--- config.mk ---
export PLATFORM = sky130hd
export DESIGN_NAME = lesl_slice
export DESIGN_NICKNAME = d
export VERILOG_FILES = /design/src/rtl/lesl_pkg.sv /design/src/rtl/lesl_table.sv /design/src/rtl/lesl_cell.sv /design/src/rtl/lesl_slice.sv
export SDC_FILE = /design/constraint.sdc
export NUM_CORES = 1
export LEC_CHECK = 0
export ABC_AREA = 1
export BUFFER_PORTS_ARGS = -buffer_cell sky130_fd_sc_hd__buf_2
export CELL_PAD_IN_SITES_DETAIL_PLACEMENT = 0
export CELL_PAD_IN_SITES_GLOBAL_PLACEMENT = 2
export CORE_MARGIN = 3
export CORE_UTILIZATION = 21
export DETAILED_ROUTE_END_ITERATION = 7
export MAX_ROUTING_LAYER = met4
export PLACE_DENSITY = 0.82
export SYNTH_ARGS = -nofsm -noshare
export SYNTH_HDL_FRONTEND = slang
export SYNTH_SLANG_ARGS = --single-unit
--- constraint.sdc ---
create_clock -name clk -period 5.39 [get_ports clk]
set_clock_uncertainty 0.1 [all_clocks]
set_input_delay 0.8085 -clock clk [delete_from_list [all_inputs] [get_ports clk]]
set_output_delay 0.8085 -clock clk [all_outputs]
set_load 0.01 [all_outputs]
--- src/rtl/lesl_pkg.sv ---
package lesl_pkg;
  typedef enum logic [1:0] {
    LM_LOGIC  = 2'd0,
    LM_ARITH  = 2'd1,
    LM_UPDN   = 2'd2,
    LM_CLRCNT = 2'd3
  } lesl_mode_e;

  localparam int unsigned LUT_BITS = 16;
  localparam int unsigned DIN_BITS = 4;

  // per-cell static option flags shared across the chain
  typedef struct packed {
    logic cin_sel;
    logic casc_en;
    logic casc_or;
    logic reg_out;
  } lesl_flags_t;
endpackage

--- src/rtl/lesl_table.sv ---
module lesl_table
  import lesl_pkg::*;
(
  input  logic [LUT_BITS-1:0] lut_i,
  input  logic [3:0]          idx4_i,
  input  logic [2:0]          idx3_i,
  output logic                full_o,
  output logic                low_o,
  output logic                high_o
);
  // full 4-input read for logic mode, split halves for carry modes
  always_comb begin
    full_o = lut_i[idx4_i];
    low_o  = lut_i[{1'b0, idx3_i}];
    high_o = lut_i[{1'b1, idx3_i}];
  end
endmodule

--- src/rtl/lesl_cell.sv ---
module lesl_cell
  import lesl_pkg::*;
(
  input  logic                clk,
  input  logic                rst_n,
  input  logic                en,
  input  lesl_mode_e          mode_i,
  input  lesl_flags_t         flags_i,
  input  logic [LUT_BITS-1:0] lut_i,
  input  logic [DIN_BITS-1:0] d_i,
  input  logic                cin_i,
  input  logic                cascin_i,
  output logic                cout_o,
  output logic                cascout_o,
  output logic                q_o
);
  logic       q_r, q_nxt;
  logic [3:0] idx4;
  logic [2:0] idx3;
  logic       t_full, t_low, t_high;
  logic       base, merged, comb;
  logic       is_cnt, ld_mux, hold, clr;

  assign is_cnt = (mode_i == LM_UPDN) || (mode_i == LM_CLRCNT);

  always_comb begin
    idx4 = {d_i[3], (flags_i.cin_sel ? cin_i : d_i[2]), d_i[1], d_i[0]};
    idx3 = is_cnt ? {cin_i, d_i[1], q_r} : {cin_i, d_i[1], d_i[0]};
  end

  lesl_table u_tab (
    .lut_i  (lut_i),
    .idx4_i (idx4),
    .idx3_i (idx3),
    .full_o (t_full),
    .low_o  (t_low),
    .high_o (t_high)
  );

  // combinational value and neighbour links
  always_comb begin
    base   = (mode_i == LM_LOGIC) ? t_full : t_low;
    merged = flags_i.casc_or ? (base | cascin_i) : (base & cascin_i);
    if (is_cnt) begin
      comb      = t_low;
      cascout_o = cascin_i;
    end else begin
      comb      = flags_i.casc_en ? merged : base;
      cascout_o = comb;
    end
    cout_o = (mode_i == LM_LOGIC) ? cin_i : t_high;
  end

  // next-state: clear > load > count enable > hold
  always_comb begin
    clr    = (mode_i == LM_CLRCNT) && cascin_i;
    ld_mux = d_i[2] ? d_i[0] : t_low;
    hold   = !d_i[2] && !d_i[3];
    if (is_cnt) begin
      if (clr)       q_nxt = 1'b0;
      else if (hold) q_nxt = q_r;
      else           q_nxt = ld_mux;
    end else begin
      q_nxt = comb;
    end
  end

  always_ff @(posedge clk or negedge rst_n) begin
    if (!rst_n)  q_r <= 1'b0;
    else if (en) q_r <= q_nxt;
  end

  assign q_o = flags_i.reg_out ? q_r : comb;

  // register frozen without enable
  a_r8_hold_when_idle: assert property (@(posedge clk) disable iff (!rst_n)
    !en |=> $stable(q_r));

  // synchronous clear through the cascade slot wins
  a_r6_clear_wins: assert property (@(posedge clk) disable iff (!rst_n)
    (en && mode_i == LM_CLRCNT && cascin_i) |=> (q_r == 1'b0));

  // load captures d0 in the counter modes
  a_r5_load_takes_d0: assert property (@(posedge clk) disable iff (!rst_n)
    (en && is_cnt && d_i[2] && !clr) |=> (q_r == $past(d_i[0])));
endmodule

--- src/rtl/lesl_slice.sv ---
module lesl_slice
  import lesl_pkg::*;
#(
  parameter int unsigned CELLS = 8
) (
  input  logic                       clk,
  input  logic                       rst_n,
  input  logic                       ena,
  input  logic [1:0]                 cfg_mode_i,
  input  logic                       cfg_cin_sel_i,
  input  logic                       cfg_casc_en_i,
  input  logic                       cfg_casc_or_i,
  input  logic                       cfg_reg_out_i,
  input  logic [CELLS*LUT_BITS-1:0]  cfg_lut_i,
  input  logic [CELLS*DIN_BITS-1:0]  data_i,
  input  logic                       carry_i,
  input  logic                       casc_i,
  output logic [CELLS-1:0]           q_o,
  output logic                       carry_o,
  output logic                       casc_o
);
  localparam int unsigned LINKS = CELLS + 1;

  logic [1:0]       rst_pipe;
  logic             rst_int_n;
  logic [LINKS-1:0] cy;
  logic [LINKS-1:0] cs;
  lesl_mode_e       mode;
  lesl_flags_t      flags;

  // asynchronous assert, synchronous release
  always_ff @(posedge clk or negedge rst_n) begin
    if (!rst_n) rst_pipe <= 2'b00;
    else        rst_pipe <= {rst_pipe[0], 1'b1};
  end
  assign rst_int_n = rst_pipe[1];

  assign mode  = lesl_mode_e'(cfg_mode_i);
  assign flags = '{cin_sel: cfg_cin_sel_i, casc_en: cfg_casc_en_i,
                   casc_or: cfg_casc_or_i, reg_out: cfg_reg_out_i};

  assign cy[0] = carry_i;
  assign cs[0] = casc_i;

  for (genvar i = 0; i < CELLS; i++) begin : g_cell
    lesl_cell u_cell (
      .clk       (clk),
      .rst_n     (rst_int_n),
      .en        (ena),
      .mode_i    (mode),
      .flags_i   (flags),
      .lut_i     (cfg_lut_i[i*LUT_BITS +: LUT_BITS]),
      .d_i       (data_i[i*DIN_BITS +: DIN_BITS]),
      .cin_i     (cy[i]),
      .cascin_i  (cs[i]),
      .cout_o    (cy[i+1]),
      .cascout_o (cs[i+1]),
      .q_o       (q_o[i])
    );
  end

  assign carry_o = cy[CELLS];
  assign casc_o  = cs[CELLS];

  // logic mode forwards the carry through the whole chain
  a_r10_carry_pass: assert property (@(posedge clk) disable iff (!rst_n)
    (cfg_mode_i == 2'd0) |-> (carry_o == carry_i));
endmodule

==> metrics.cfg, run 1 <==
[synth]
postSynthCellCount=750
synth.area.top_cells=nand2_1 (21%), o21ai_0 (13%), nand3_1 (11%), nor2_1 (8.5%), a21oi_1 (7.8%)
synth_ff_type=dfrtp_1
yosys.cell_types.count=39
synth_fa_ha_area_share_pct=0
synth-compound-area-share_pct=34.95
ys_seq_area_share_pct=6.727
synthMuxAreaShare_pct=0.3027
synth_top_area_cell=nand2_1
synth_top_area_share_pct=21.19
synth-edff-count=0
yosysMostFrequentCell=nand2_1
synth-seq-cells=10
synth_area_mm2=0.003720
ys_warn_count=0
synth-simple-area-share_pct=44.77
synth_xor_xnor_area_share_pct=0
synth_top_family_by_area=simple AND/OR/NAND/NOR gates
syn_avg_cell_area_um2=4.960
postSynthNetCount=921
netlist_top_cells_count=nand2_1 (210), o21ai_0 (96), nor2_1 (84), nand3_1 (79), inv_1 (64)
ys_async_sr_fraction_pct=100.0

[global_routing]
grt_max_degree=17
grt_usage_pct=16.37
grt_pass1_vias=5194
overflow=0
grt_pass1_wl_um=26030
antenna_found_initial=0

[floorplanning]
core_mm2=0.01730
num_rows=48
die-height_um=139.1
initial_utilization_pct=21.51
ios=181
die_area_mm2=0.01935
die_x_um=139.1

[routing]
postRouteAntennaNets=0
highest_layer=met4
wl_um=16690
vias=5568
wl_met1_um=7804
drtIter0Drc=342
wl_per_cell_um=14.62
via_per_inst=4.880
route.met3.wl_um=993
dr.pass1.iters=5
wl_met2_um=7602
drc=0

[sta]
finalCritPeriodShare_pct=93.73
setup_viol=0
worst_pin_slew_ps=569.1
slew_headroom_pct=61.92
finalHoldViolCount=0
fin_crit_ps=5052
report.final.slew_viol_count=0
tns_ps=0
fin_ws_ps=337.9
fmax_mhz=197.9

[worst_setup_path]
cpMostUsedCell=nand2_2
critPathKind=input port to output port
slowest_stage=or2_1
critical_path.startpoint_type=input port
cp_max_fo=11
worstPathArrival_ps=4140
crit_path_end_kind=output port
rr_worst_depth=36
required_ps=4480
max_stage_delay_ps=250

[final_layout]
area_delta_synth_final_pct=35.76
nets=1088
drive_gt1_share_pct=28.17
post-route-util_pct=29.20
diodes=0

[power]
powerDensity_mw_per_mm2=163.0
p_leak_uw=0.002624
p_total_uw=823.2
ir_worst_vdd_uv=128.2

[place]
place_hpwl_um=13580
portBuffers=180
dpl_worst_slack_ps=184.6
place.gp.congestion=0.8945

[clock_network]
clkSlewWorstSetupHoldPaths_ps=50
cts_root_buffer=clkbuf_16
cts_tree=built
cts_buffers=3
clockBufferDepth=2
h-tree-depth=1
holdBufCountCts=0
cts_num_sinks=10
clk_latency_ps=240

[worst_hold_path]
hold_class=flop to async pin

[job]
drv_cap=0

[run_status]
outcome=finished clean

==> metal layers <==
| layer | up-vias | GRT usage (%) |
|---|---|---|
| met4 | 0 | 2.626 |
| met2 | 186 | 26.87 |
| met3 | 26 | 2.862 |
| met5 | - | - |
| li1 | 2868 | - |
| met1 | 2488 | 21.52 |
==> power breakdown <==
group	total [µW]	leakage, µW	switching [µW]	internal, µW
clock network	153	0.0000442	40.4	112
logic	571	0.00246	356	215
registers	99.3	0.000118	11.5	87.8
==> kinds of logic after synthesis <==
group / Yosys count
muxes: 1
and+or+nand+nor: 398
DFF: 10
other: 1
AOI/OAI and AO/OA: 226
buffers and inverters: 114
==> what timing repair did <==
| item | CTS | global route |
|---|---|---|
| resized for setup | 0 | 37 |
| endpoints found under the setup margin | 0 | 3 |
| setup buffers | 0 | 7 |
| hold endpoints to repair | 0 | 0 |
==> worst max-delay path, delay by kind of cell <==
| family | cells | cell delay, ps |
|---|---|---|
| AND/OR/NAND/NOR | 23 | 2170 |
| buffers and inverters | 6 | 680 |
| AO/OA/AOI/OAI | 4 | 470 |
==> worst paths after layout <==
check                                     startpoint                   end  slack, ps
worst max-delay path                   cfg_mode_i[1]                q_o[7]        340
worst min-delay path                     rst_pipe[1]  g_cell[6].u_cell.q_r         90
worst min register to register           rst_pipe[1]  g_cell[6].u_cell.q_r         90
worst max register to register  g_cell[0].u_cell.q_r  g_cell[7].u_cell.q_r       1780
max in group asynchronous                rst_pipe[1]  g_cell[1].u_cell.q_r       4780
min in group clk                         rst_pipe[0]           rst_pipe[1]        250
==> state kept, by name, indices dropped and copies added (netlist names) <==
register	count
g_cell.u_cell.q_r	8
rst_pipe	2
==> layout by cell type (no fill, tap or decap), types with 10 or more instances in the layout <==
| cell | instances |
|---|---|
| nand2_2 | 20 |
| dfrtp_1 | 10 |
| o211ai_1 | 11 |
| inv_1 | 63 |
| o21ai_0 | 92 |
| buf_2 | 177 |
| o22ai_1 | 21 |
| nor2_1 | 84 |
| nand2_1 | 201 |
| a21oi_1 | 56 |
| nand3_1 | 75 |
| buf_4 | 17 |
==> stage by stage <==
| stage | std cells | area [µm²] | hold WS, ps |
|---|---|---|---|
| floorplan | 750 | 3720 | -5.360 |
| global placement | 1130 | 4787 | 96.17 |
| detailed placement | 1130 | 4787 | 99.80 |
| CTS | 1134 | 4876 | 95.30 |
| global route | 1141 | 5050 | 119.4 |
| finish | 1141 | 5050 | 87.70 |
==> area by class of cell <==
| cell class | instances | area, µm² |
|---|---|---|
| Fill cell | 2048 | 12250 |
| Tap cell | 225 | 281.5 |
| Inverter | 79 | 310.3 |
| Sequential cell | 10 | 250.2 |
| Multi-Input combinational cell | 626 | 3083 |
| Timing Repair Buffer | 197 | 1036 |
| Clock buffer | 4 | 88.84 |
(Power assumes the default switching activity.)
==> run 2, diff against run 1 <==
--- a/config.mk
+++ b/config.mk
@@ -10,10 +10,10 @@
 export CELL_PAD_IN_SITES_DETAIL_PLACEMENT = 0
 export CELL_PAD_IN_SITES_GLOBAL_PLACEMENT = 2
 export CORE_MARGIN = 3
-export CORE_UTILIZATION = 21
+export CORE_UTILIZATION = 19
 export DETAILED_ROUTE_END_ITERATION = 7
 export MAX_ROUTING_LAYER = met4
-export PLACE_DENSITY = 0.82
+export PLACE_DENSITY = 0.79
 export SYNTH_ARGS = -nofsm -noshare
 export SYNTH_HDL_FRONTEND = slang
 export SYNTH_SLANG_ARGS = --single-unit
==> constraint.sdc (replaced) <==
create_clock -name clk -period 4.25 [get_ports clk]
set_clock_uncertainty 0.1 [all_clocks]
set_input_delay 0.85 -clock clk [delete_from_list [all_inputs] [get_ports clk]]
set_output_delay 0.85 -clock clk [all_outputs]
set_load 0.01 [all_outputs]
==> run 2 against run 1 <==
- the run now ends with negative setup slack left
- die area rose by 10%
- hold slack improved by 4.9 ps
- power rose by 53%
- flip-flop and latch count did not move
- utilization rose by 2.9 points
- cell area rose by 20%
- count of clock-buffer cells in the layout did not move
- combinational power rose by 64%
==> metrics.cfg, run 2 (same netlist as run 1, synthesis figures left out) <==
[final_layout]
nets=1183  ; was 1,088
layout_commonest_cell=nand2_1  ; unchanged
area_delta_synth_final_pct=63.57  ; was 35.76%
largest_reg_flops=8  ; unchanged
largest_registers=g_cell.u_cell.q_r (8), rst_pipe (2)  ; unchanged
layout_common_cells=nand2_1 (180), buf_2 (177), buf_4 (111)  ; was nand2_1 (201), buf_2 (177), o21ai_0 (92)
drive_gt1_share_pct=38.67  ; was 28.17%
fin_area_mm2=0.006085  ; was 0.005050 mm²
top_register=g_cell.u_cell.q_r  ; unchanged

[worst_setup_path]
critPathKind=input port to output port  ; unchanged
cp_max_fo=8  ; was 11
reg2reg_from=g_cell[0].u_cell.q_r  ; unchanged
max_stage_delay_ps=250  ; about the same
required_ps=3300  ; was 4480 ps
r2r_slack_ps=650  ; was 1780 ps
crit_path_end_kind=output port  ; unchanged
rr_worst_depth=39  ; was 36
r2r_end=g_cell[7].u_cell.q_r  ; unchanged
worstPathArrival_ps=3900  ; was 4140 ps
slowest_stage=or2_1  ; unchanged
critical_path.startpoint_type=input port  ; unchanged
cpMostUsedCell=nand2_4  ; was nand2_2

[floorplanning]
die-height_um=145.9  ; was 139.1 µm
ios=181  ; unchanged
die_x_um=145.9  ; was 139.1 µm
num_rows=50  ; was 48
die_area_mm2=0.02129  ; was 0.01935 mm²
core_mm2=0.01896  ; was 0.01730 mm²
initial_utilization_pct=19.62  ; was 21.51%

[sta]
finalHoldViolCount=0  ; unchanged
holdWs_ps=92.58  ; was 87.70 ps
fin_ws_ps=-603.6  ; was 337.9 ps
fmax_mhz=206.0
finalCritPeriodShare_pct=114.2
setup_viol=6  ; was 0
grt_setup_unrepaired=true
tns_ps=-2429  ; was 0 ps
report.final.slew_viol_count=0  ; unchanged
fin_crit_ps=4854

[routing]
via_per_inst=4.582  ; was 4.880
drtIter0Drc=284  ; was 342
dr.pass1.iters=5  ; unchanged
drc=0  ; unchanged
postRouteAntennaNets=0  ; unchanged
wl_um=17840  ; was 16,690 µm
wl_per_cell_um=14.00  ; was 14.62 µm
vias=5838  ; was 5,568

[power]
powerDensity_mw_per_mm2=206.9  ; was 163.0 mW/mm²
ir_worst_vdd_uv=98.25  ; was 128.2 µV
p_leak_uw=0.003184  ; was 0.002624 µW

[place]
dpl_worst_slack_ps=-884.5  ; was 184.6 ps
portBuffers=180  ; unchanged
place_hpwl_um=15120  ; was 13,580 µm
placed_area_mm2=0.005567  ; was 0.004787 mm²
place.gp.congestion=0.8638  ; was 0.8945

[global_routing]
grt_usage_pct=16.33  ; was 16.37%
grt_max_degree=18  ; was 17
overflow=0  ; unchanged
grt_pass1_vias=5538  ; was 5,194
antenna_found_initial=3  ; was 0
grt_pass1_wl_um=28250  ; was 26,030 µm

[worst_hold_path]
hold_class=flop to async pin  ; unchanged

[clock_network]
cts_tree=built  ; unchanged
cts_num_sinks=10  ; unchanged
clkSlewWorstSetupHoldPaths_ps=50  ; about the same
cts_buffers=3  ; unchanged
clockBufferDepth=2  ; unchanged
cts_root_buffer=clkbuf_16  ; unchanged
h-tree-depth=1  ; unchanged
clk_latency_ps=240  ; about the same

[job]
drv_cap=0  ; unchanged

[run_status]
violations=negative setup slack
outcome=complete, but fails checks  ; was finished clean

-- run 2: worst max-delay path by stage --
stage                       start      to  slack (ps)  depth (start not counted)
CTS                 cfg_mode_i[1]  q_o[7]        -620                         32
detailed placement  cfg_mode_i[1]  q_o[7]        -880                         35
finish              cfg_mode_i[1]  q_o[7]        -600                         36
floorplan               data_i[0]  q_o[7]        -230                         36
global placement    cfg_mode_i[1]  q_o[7]        -830                         36
global route        cfg_mode_i[1]  q_o[7]        -930                         41
-- run 2: layout make-up --
class / count / area (µm²)
Sequential cell: 10 / 250.2
Fill cell: 2192 / 12870
Antenna cell: 3 / 7.507
Timing Repair Buffer: 292 / 1773
Multi-Input combinational cell: 626 / 3319
Inverter: 79 / 320.3
Clock buffer: 4 / 88.84
Tap cell: 260 / 325.3
-- run 2: timing repair --
action	4_1_cts	5_1_grt
hold buffers	0	0
endpoints found under the setup margin	7	8
buffers inserted	6	7
resized for setup	45	41
pin swaps	24	36
-- run 2: critical path: cells and delay by family --
kind,cells,cell delay (ps)
buffers and inverters,5,450
AO/OA/AOI/OAI,4,370
AND/OR/NAND/NOR,27,2220
-- run 2: metal layers --
layer	part of all wire (%)	up-vias	GRT usage [%]
met5	0	-	-
met4	0.81	0	1.947
met3	6.1	10	3.083
met2	47	163	26.42
met1	47	2604	21.87
li1	-	3061	-
-- run 2: metrics by stage --
stage	utilization [%]	total power [µW]	instances
4_1_cts	30.92	1207	1264
6_report	32.10	1259	1274
2_1_floorplan	-	596.3	750
5_1_grt	32.10	1380	1274
3_5_place_dp	29.37	946.5	1254
3_3_place_gp	29.37	948.3	1254
-- run 2: where the power goes --
| part | switching, µW | internal, µW | leakage [µW] |
|---|---|---|---|
| combinational | 514 | 421 | 0.00302 |
| sequential | 13.3 | 111 | 0.000118 |
| clock | 56.4 | 143 | 0.0000442 |
